==> config.mk <==
export PLATFORM = sky130hd
export DESIGN_NAME = vec_intc
export DESIGN_NICKNAME = d
export VERILOG_FILES = /design/src/rtl/vec_intc_pkg.sv /design/src/rtl/vec_intc_route.sv /design/src/rtl/vec_intc_regs.sv /design/src/rtl/vec_intc_encode.sv /design/src/rtl/vec_intc.sv
export SDC_FILE = /design/constraint.sdc
export NUM_CORES = 1
export LEC_CHECK = 0
export ABC_CLOCK_PERIOD_IN_PS = 3300
export BUFFER_PORTS_ARGS = -buffer_cell sky130_fd_sc_hd__buf_4
export CAP_MARGIN = 20
export CORE_MARGIN = 4
export CORE_UTILIZATION = 50
export CTS_CLUSTER_SIZE = 30
export DETAILED_ROUTE_END_ITERATION = 12
export MAX_ROUTING_LAYER = met4
export PLACE_DENSITY = 0.77
export SLEW_MARGIN = 20
export SYNTH_ARGS = -nofsm -noshare
export SYNTH_HDL_FRONTEND = slang
export SYNTH_HIERARCHICAL = 1
export SYNTH_SLANG_ARGS = --single-unit
==> constraint.sdc <==
create_clock -name clk -period 3.3 [get_ports clk]
set_input_delay 0 -clock clk [delete_from_list [all_inputs] [get_ports clk]]
set_output_delay 0 -clock clk [all_outputs]
set_load 0.02 [all_outputs]
==> src/rtl/vec_intc_pkg.sv <==
`timescale 1ns/1ps
package vec_intc_pkg;

   // Word offsets of the register window; decode depends on these values
   typedef enum logic [2:0] {
      OFS_MASK   = 3'd0,
      OFS_RAW    = 3'd1,
      OFS_MASKED = 3'd2,
      OFS_NMI    = 3'd3,
      OFS_RSVD   = 3'd4
   } reg_ofs_e;

   localparam int unsigned REG_COUNT = 5;

endpackage

==> src/rtl/vec_intc_route.sv <==
`timescale 1ns/1ps
module vec_intc_route #(
   parameter int unsigned NUM_LINES = 32,
   parameter int unsigned NMI_BASE  = 30,
   parameter int unsigned WORD_W    = 32
) (
   input  logic                 clk,
   input  logic                 rst_n,
   input  logic [NUM_LINES-1:1] lines,
   output logic [WORD_W-1:0]    raw_d,
   output logic [WORD_W-1:0]    raw_q,
   output logic [WORD_W-1:0]    nmi_d,
   output logic [WORD_W-1:0]    nmi_q
);

   // Each line lands either one bit down in the maskable word or
   // at its own index in the non-maskable word
   for (genvar n = 1; n < NUM_LINES; n++) begin : g_line
      if (n < NMI_BASE) begin : g_maskable
         assign raw_d[n-1] = lines[n];
      end else begin : g_nonmask
         assign nmi_d[n] = lines[n];
      end
   end

   assign raw_d[WORD_W-1:NMI_BASE-1] = '0;
   assign nmi_d[NMI_BASE-1:0]        = '0;

   if (NUM_LINES < WORD_W) begin : g_nmi_pad
      assign nmi_d[WORD_W-1:NUM_LINES] = '0;
   end

   always_ff @(posedge clk or negedge rst_n) begin
      if (!rst_n) begin
         raw_q <= '0;
         nmi_q <= '0;
      end else begin
         raw_q <= raw_d;
         nmi_q <= nmi_d;
      end
   end

endmodule

==> src/rtl/vec_intc_regs.sv <==
`timescale 1ns/1ps
module vec_intc_regs
   import vec_intc_pkg::*;
#(
   parameter int unsigned WORD_W = 32,
   parameter int unsigned ADDR_W = 3,
   parameter int unsigned BE_W   = WORD_W / 8
) (
   input  logic              clk,
   input  logic              rst_n,
   input  logic              bus_en,
   input  logic              bus_we,
   input  logic [ADDR_W-1:0] bus_addr,
   input  logic [BE_W-1:0]   bus_be,
   input  logic [WORD_W-1:0] bus_wdata,
   input  logic [WORD_W-1:0] raw_q,
   input  logic [WORD_W-1:0] nmi_q,
   output logic [WORD_W-1:0] mask_d,
   output logic [WORD_W-1:0] mask_q,
   output logic [WORD_W-1:0] bus_rdata
);

   localparam logic [BE_W-1:0] FULL_BE = {BE_W{1'b1}};

   logic full_word;
   logic mask_wr;
   logic rd_ok;

   assign full_word = (bus_be == FULL_BE);
   assign mask_wr   = bus_en && bus_we && full_word &&
                      (bus_addr == ADDR_W'(OFS_MASK));
   assign rd_ok     = bus_en && !bus_we && full_word;

   assign mask_d = mask_wr ? bus_wdata : mask_q;

   always_ff @(posedge clk or negedge rst_n) begin
      if (!rst_n) mask_q <= '0;
      else        mask_q <= mask_d;
   end

   always_comb begin
      bus_rdata = '0;
      if (rd_ok) begin
         case (bus_addr)
            ADDR_W'(OFS_MASK):   bus_rdata = mask_q;
            ADDR_W'(OFS_RAW):    bus_rdata = raw_q;
            ADDR_W'(OFS_MASKED): bus_rdata = raw_q & mask_q;
            ADDR_W'(OFS_NMI):    bus_rdata = nmi_q;
            ADDR_W'(OFS_RSVD):   bus_rdata = '0;
            default:             bus_rdata = '0;
         endcase
      end
   end

endmodule

==> src/rtl/vec_intc_encode.sv <==
`timescale 1ns/1ps
module vec_intc_encode #(
   parameter int unsigned WORD_W     = 32,
   parameter int unsigned VEC_W      = 8,
   parameter int unsigned VEC_SHARED = 8'h30,
   parameter int unsigned VEC_BASE   = 8'h31
) (
   input  logic [WORD_W-1:0] enabled,
   output logic [VEC_W-1:0]  vec
);

   localparam int unsigned IDX_W = $clog2(WORD_W);

   if (VEC_BASE + WORD_W - 1 >= (1 << VEC_W)) begin : g_bad_range
      $error("vec_intc_encode: vector range exceeds VEC_W");
   end
   if (VEC_SHARED >= VEC_BASE || VEC_SHARED == 0) begin : g_bad_shared
      $error("vec_intc_encode: shared vector must be non-zero and below VEC_BASE");
   end

   logic [IDX_W-1:0]  low_idx;
   logic              several;
   logic [WORD_W-1:0] drop_low;

   // Clearing the lowest set bit leaves something only if two or more were set
   assign drop_low = enabled & (enabled - WORD_W'(1));
   assign several  = |drop_low;

   always_comb begin
      low_idx = '0;
      for (int i = WORD_W - 1; i >= 0; i--) begin
         if (enabled[i]) low_idx = i[IDX_W-1:0];
      end
   end

   always_comb begin
      if (enabled == '0)  vec = '0;
      else if (several)   vec = VEC_W'(VEC_SHARED);
      else                vec = VEC_W'(VEC_BASE) + VEC_W'(low_idx);
   end

endmodule

==> src/rtl/vec_intc.sv <==
`timescale 1ns/1ps
module vec_intc #(
   parameter int unsigned NUM_LINES  = 32,
   parameter int unsigned NMI_BASE   = 30,
   parameter int unsigned WORD_W     = 32,
   parameter int unsigned ADDR_W     = 3,
   parameter int unsigned VEC_W      = 8,
   parameter int unsigned VEC_SHARED = 8'h30,
   parameter int unsigned VEC_BASE   = 8'h31
) (
   input  logic                   clk,
   input  logic                   rst_n,
   input  logic [NUM_LINES-1:1]   irq_lines,
   input  logic                   bus_en,
   input  logic                   bus_we,
   input  logic [ADDR_W-1:0]      bus_addr,
   input  logic [WORD_W/8-1:0]    bus_be,
   input  logic [WORD_W-1:0]      bus_wdata,
   output logic [WORD_W-1:0]      bus_rdata,
   output logic [VEC_W-1:0]       cpu_vec,
   output logic                   cpu_irq,
   output logic                   cpu_nmi
);

   localparam int unsigned BE_W = WORD_W / 8;

   if (NUM_LINES > WORD_W) begin : g_bad_lines
      $error("vec_intc: NUM_LINES must not exceed WORD_W");
   end
   if (NMI_BASE < 2 || NMI_BASE > NUM_LINES) begin : g_bad_nmi
      $error("vec_intc: NMI_BASE out of range");
   end
   if ((1 << ADDR_W) < vec_intc_pkg::REG_COUNT) begin : g_bad_addr
      $error("vec_intc: ADDR_W too small for the register window");
   end
   if (WORD_W % 8 != 0) begin : g_bad_word
      $error("vec_intc: WORD_W must be a whole number of bytes");
   end

   logic [WORD_W-1:0] raw_d, raw_q;
   logic [WORD_W-1:0] nmi_d, nmi_q;
   logic [WORD_W-1:0] mask_d, mask_q;
   logic [VEC_W-1:0]  vec_d;
   logic [VEC_W-1:0]  vec_q;
   logic              irq_q;

   vec_intc_route #(
      .NUM_LINES(NUM_LINES),
      .NMI_BASE (NMI_BASE),
      .WORD_W   (WORD_W)
   ) u_route (
      .clk  (clk),
      .rst_n(rst_n),
      .lines(irq_lines),
      .raw_d(raw_d),
      .raw_q(raw_q),
      .nmi_d(nmi_d),
      .nmi_q(nmi_q)
   );

   vec_intc_regs #(
      .WORD_W(WORD_W),
      .ADDR_W(ADDR_W),
      .BE_W  (BE_W)
   ) u_regs (
      .clk      (clk),
      .rst_n    (rst_n),
      .bus_en   (bus_en),
      .bus_we   (bus_we),
      .bus_addr (bus_addr),
      .bus_be   (bus_be),
      .bus_wdata(bus_wdata),
      .raw_q    (raw_q),
      .nmi_q    (nmi_q),
      .mask_d   (mask_d),
      .mask_q   (mask_q),
      .bus_rdata(bus_rdata)
   );

   // Encode from next-state values so the vector lands on the same edge
   // as the pending and mask registers it describes
   vec_intc_encode #(
      .WORD_W    (WORD_W),
      .VEC_W     (VEC_W),
      .VEC_SHARED(VEC_SHARED),
      .VEC_BASE  (VEC_BASE)
   ) u_encode (
      .enabled(raw_d & mask_d),
      .vec    (vec_d)
   );

   always_ff @(posedge clk or negedge rst_n) begin
      if (!rst_n) begin
         vec_q <= '0;
         irq_q <= 1'b0;
      end else begin
         vec_q <= vec_d;
         irq_q <= (vec_d != '0);
      end
   end

   assign cpu_vec = vec_q;
   assign cpu_irq = irq_q;
   assign cpu_nmi = |nmi_q;

endmodule

==> impl_results.rst <==
.. list-table::
   :header-rows: 1

   * - Metric
     - Value
   * - Warnings, synthesis
     - 6
   * - Worst-case register-to-register setup slack
     - about 0.070 ns
   * - Total of max-cap violations
     - 0
   * - # diodes
     - 0
   * - Worst slew pin tran
     - 0.9187 ns
   * - H-tree levels
     - 3
   * - Start of the worst register-to-register path
     - u_regs/mask_q[6]
   * - Setup Viol. Count Final
     - 1
   * - Path type of the worst min-delay path
     - primary input to register
   * - Clock net sink count
     - between 70 and 80
   * - Required @ worst endpoint
     - around 3.5 ns
   * - Vert. Die Dim
     - 108.9 um
   * - Placement row count
     - 36
   * - Antenna violations before repair
     - 0
   * - Number of hold violations in the final report
     - 0
   * - Worst setup SP type
     - primary input
   * - Clock period minus final worst setup slack
     - 3.374 ns
   * - Number of remaining DRC errors
     - 0
   * - Initial cell density of the core
     - roughly 52%
   * - Final worst-path setup slack
     - -0.07438 ns
   * - CTS Buffer Depth
     - 2
   * - Detailed-route via count
     - roughly 4700
   * - WL/cell
     - about 19 um
   * - Reg clk slew, reported paths
     - about 0.070 ns
   * - Peak per-stage delay on the critical path
     - about 0.57 ns
   * - Final weighted congestion of routability-driven global placement
     - 0.8642
   * - Overall global routing resource usage
     - between 20% and 30%
   * - Worst skew pair latency
     - between 0.3 and 0.4 ns
   * - Most used cell along the critical path
     - buf_6
   * - Total core area
     - just under 0.01 mm^2
   * - Half-perimeter wire length of the detailed placement result
     - approximately 10000 um
   * - Die width
     - 108.9 um
   * - Vias in the first global route
     - roughly 4900
   * - Wire length of the first global-routing pass
     - about 24000 um
   * - Instance count along the most critical hold path
     - 5
   * - Violated checks
     - setup timing
   * - Final global-route overflow total
     - 0
   * - Worst-case reg-to-reg path depth
     - 11
   * - Multi-input logic area
     - roughly 0.0029 mm^2
   * - Max rail drop VDD
     - between 0.3 and 0.4 mV
   * - Syn Inst Count
     - 488
   * - Critical-path cell with the highest stage delay
     - or4_4
   * - Detail Route Antenna Nets
     - 0
   * - Endpoint, Worst Hold
     - u_regs/mask_q[6]
   * - Most common cell after layout, fill and taps aside
     - buf_4
   * - Fraction of layout instances using a drive strength above 1
     - 43.90%
   * - Combined flip-flop and latch cell area
     - 0.001802 mm^2
   * - Largest net degree at the start of global routing
     - 73
   * - Hold Path Origin
     - bus_addr[2]
   * - Post-Route Skew
     - between 0.005 and 0.006 ns
   * - Total standard cell area after synthesis
     - about 0.005 mm^2
   * - Detailed-route wire length
     - between 15000 and 20000 um
   * - Final net count
     - 783
   * - Worst hold margin
     - 0.2942 ns
   * - Power density cells
     - between 300 and 400 mW/mm^2
   * - Kind of capture point of the worst setup path
     - register
   * - Number of pins with negative max-slew slack in the final report
     - 0
   * - Count of input and output buffers
     - about 120
   * - Worst-path fanout max
     - 5
   * - RSZ-0062 raised after global routing
     - true
   * - Final total power
     - roughly 2700 uW
   * - Die Footprint
     - about 0.012 mm^2
   * - Data arrival time at the worst-slack endpoint
     - 3.60 ns
   * - Number of fill cells
     - approximately 650
   * - Run status
     - finished with violations
   * - Drt pass-1 iters
     - 5
   * - Count of boundary I/O pins
     - about 120
   * - Fraction of the cycle the final worst path needs
     - 102.3%
   * - Cell chosen for the clock root
     - clkbuf_8
   * - Leading cell types in the layout, fill and taps excluded
     - buf_4 (189), dfrtp_1 (72), dlygate4sd3_1 (64)
   * - Detail-routed via count per cell
     - 5.513
   * - Static leakage
     - roughly 0.0034 uW
   * - Critical path type
     - primary input to register
   * - Worst slew margin relative to its limit
     - slightly below 40%
   * - Capturing point of the worst reg2reg path
     - cpu_irq
   * - Post-synthesis to final-layout area growth
     - 43.03%
   * - CTS buffer count
     - 9
   * - Cell breakdown of the critical path
     - buf_6, nand4_1, nor4bb_4, buf_6, clkbuf_16, mux2_4, and2_4, or4_4, nor4_2, o211ai_1, a2111oi_2, nand4_2, nor3_1, o21ai_1, nor4_1, nand2_1
   * - Clock tree from TritonCTS
     - done
   * - Starting DRC count in detailed routing
     - approximately 400
   * - Highest clock rate
     - 0.2964 GHz
   * - Mapped Avg Cell Area
     - around 10 um^2
## repair_timing
action	4_1_cts	5_1_grt
cloned	0	3
setup buffers	0	4
endpoints found under the setup margin	6	8
pin swaps	0	7
hold buffers	64	0
gates resized for setup	6	26
endpoints found under the hold margin	135	0
## worst max-delay path: cells and delay by family
kind / cells / cell delay [ns]
simple gates: 9 / 2.28
compound gates: 3 / 0.61
buf+inv: 3 / 0.41
mux: 1 / 0.30
## per-layer routing
metal | wire length, um | vias to the layer above | global-route usage, %
met5 | 0 | - | -
met4 | 399 | 0 | 10.01
met3 | 841 | 35 | 3.434
met2 | 8002 | 191 | 45.83
met1 | 6501 | 2275 | 33.32
li1 | - | 2163 | -
## where the power goes
| part | total (uW) | switching, uW | internal, uW |
|---|---|---|---|
| Clock | 771 | 325 | 447 |
| Combinational | 915 | 447 | 469 |
| Sequential | 998 | 37.6 | 960 |
## through the flow
stage               setup TNS (ns)  cells  setup WS [ns]  area [um^2]  utilization [%]
global placement            -2.320    759        -0.4425         6218            63.04
global route               -0.5998    846        -0.3262         7287            73.87
detailed placement          -3.116    759        -0.5575         6218            63.04
CTS                       -0.09980    839       -0.08904         7092            71.89
finish                    -0.07438    846       -0.07438         7287            73.87
floorplan                  -0.1222    523        -0.1222         5265                -
## how the worst max path moves through the flow
stage / startpoint / endpoint / cells after the start
finish: bus_be[2] / cpu_irq / 16
global route: bus_addr[0] / cpu_irq / 18
CTS: bus_be[2] / cpu_irq / 16
detailed placement: bus_be[2] / cpu_irq / 15
global placement: bus_be[2] / cpu_irq / 15
floorplan: bus_addr[1] / cpu_irq / 19
## state kept, by name, summed over array words and instances, names as in the netlist
register	flops
u_route/nmi_q	2
u_route/raw_q	29
cpu_irq	1
u_regs/mask_q	32
cpu_vec	8
## final cells by class
| cell class | count | share of cell area, % |
|---|---|---|
| multi-input cells | 352 | 39.13 |
| repair buffers | 264 | 30.46 |
| flip-flops and latches | 72 | 24.73 |
| well taps | 133 | 2.284 |
| clock buffers | 13 | 2.043 |
| clock inverters | 3 | 0.8929 |
| inverters | 9 | 0.4636 |
No activity file was read; power rests on OpenSTA's default activity.
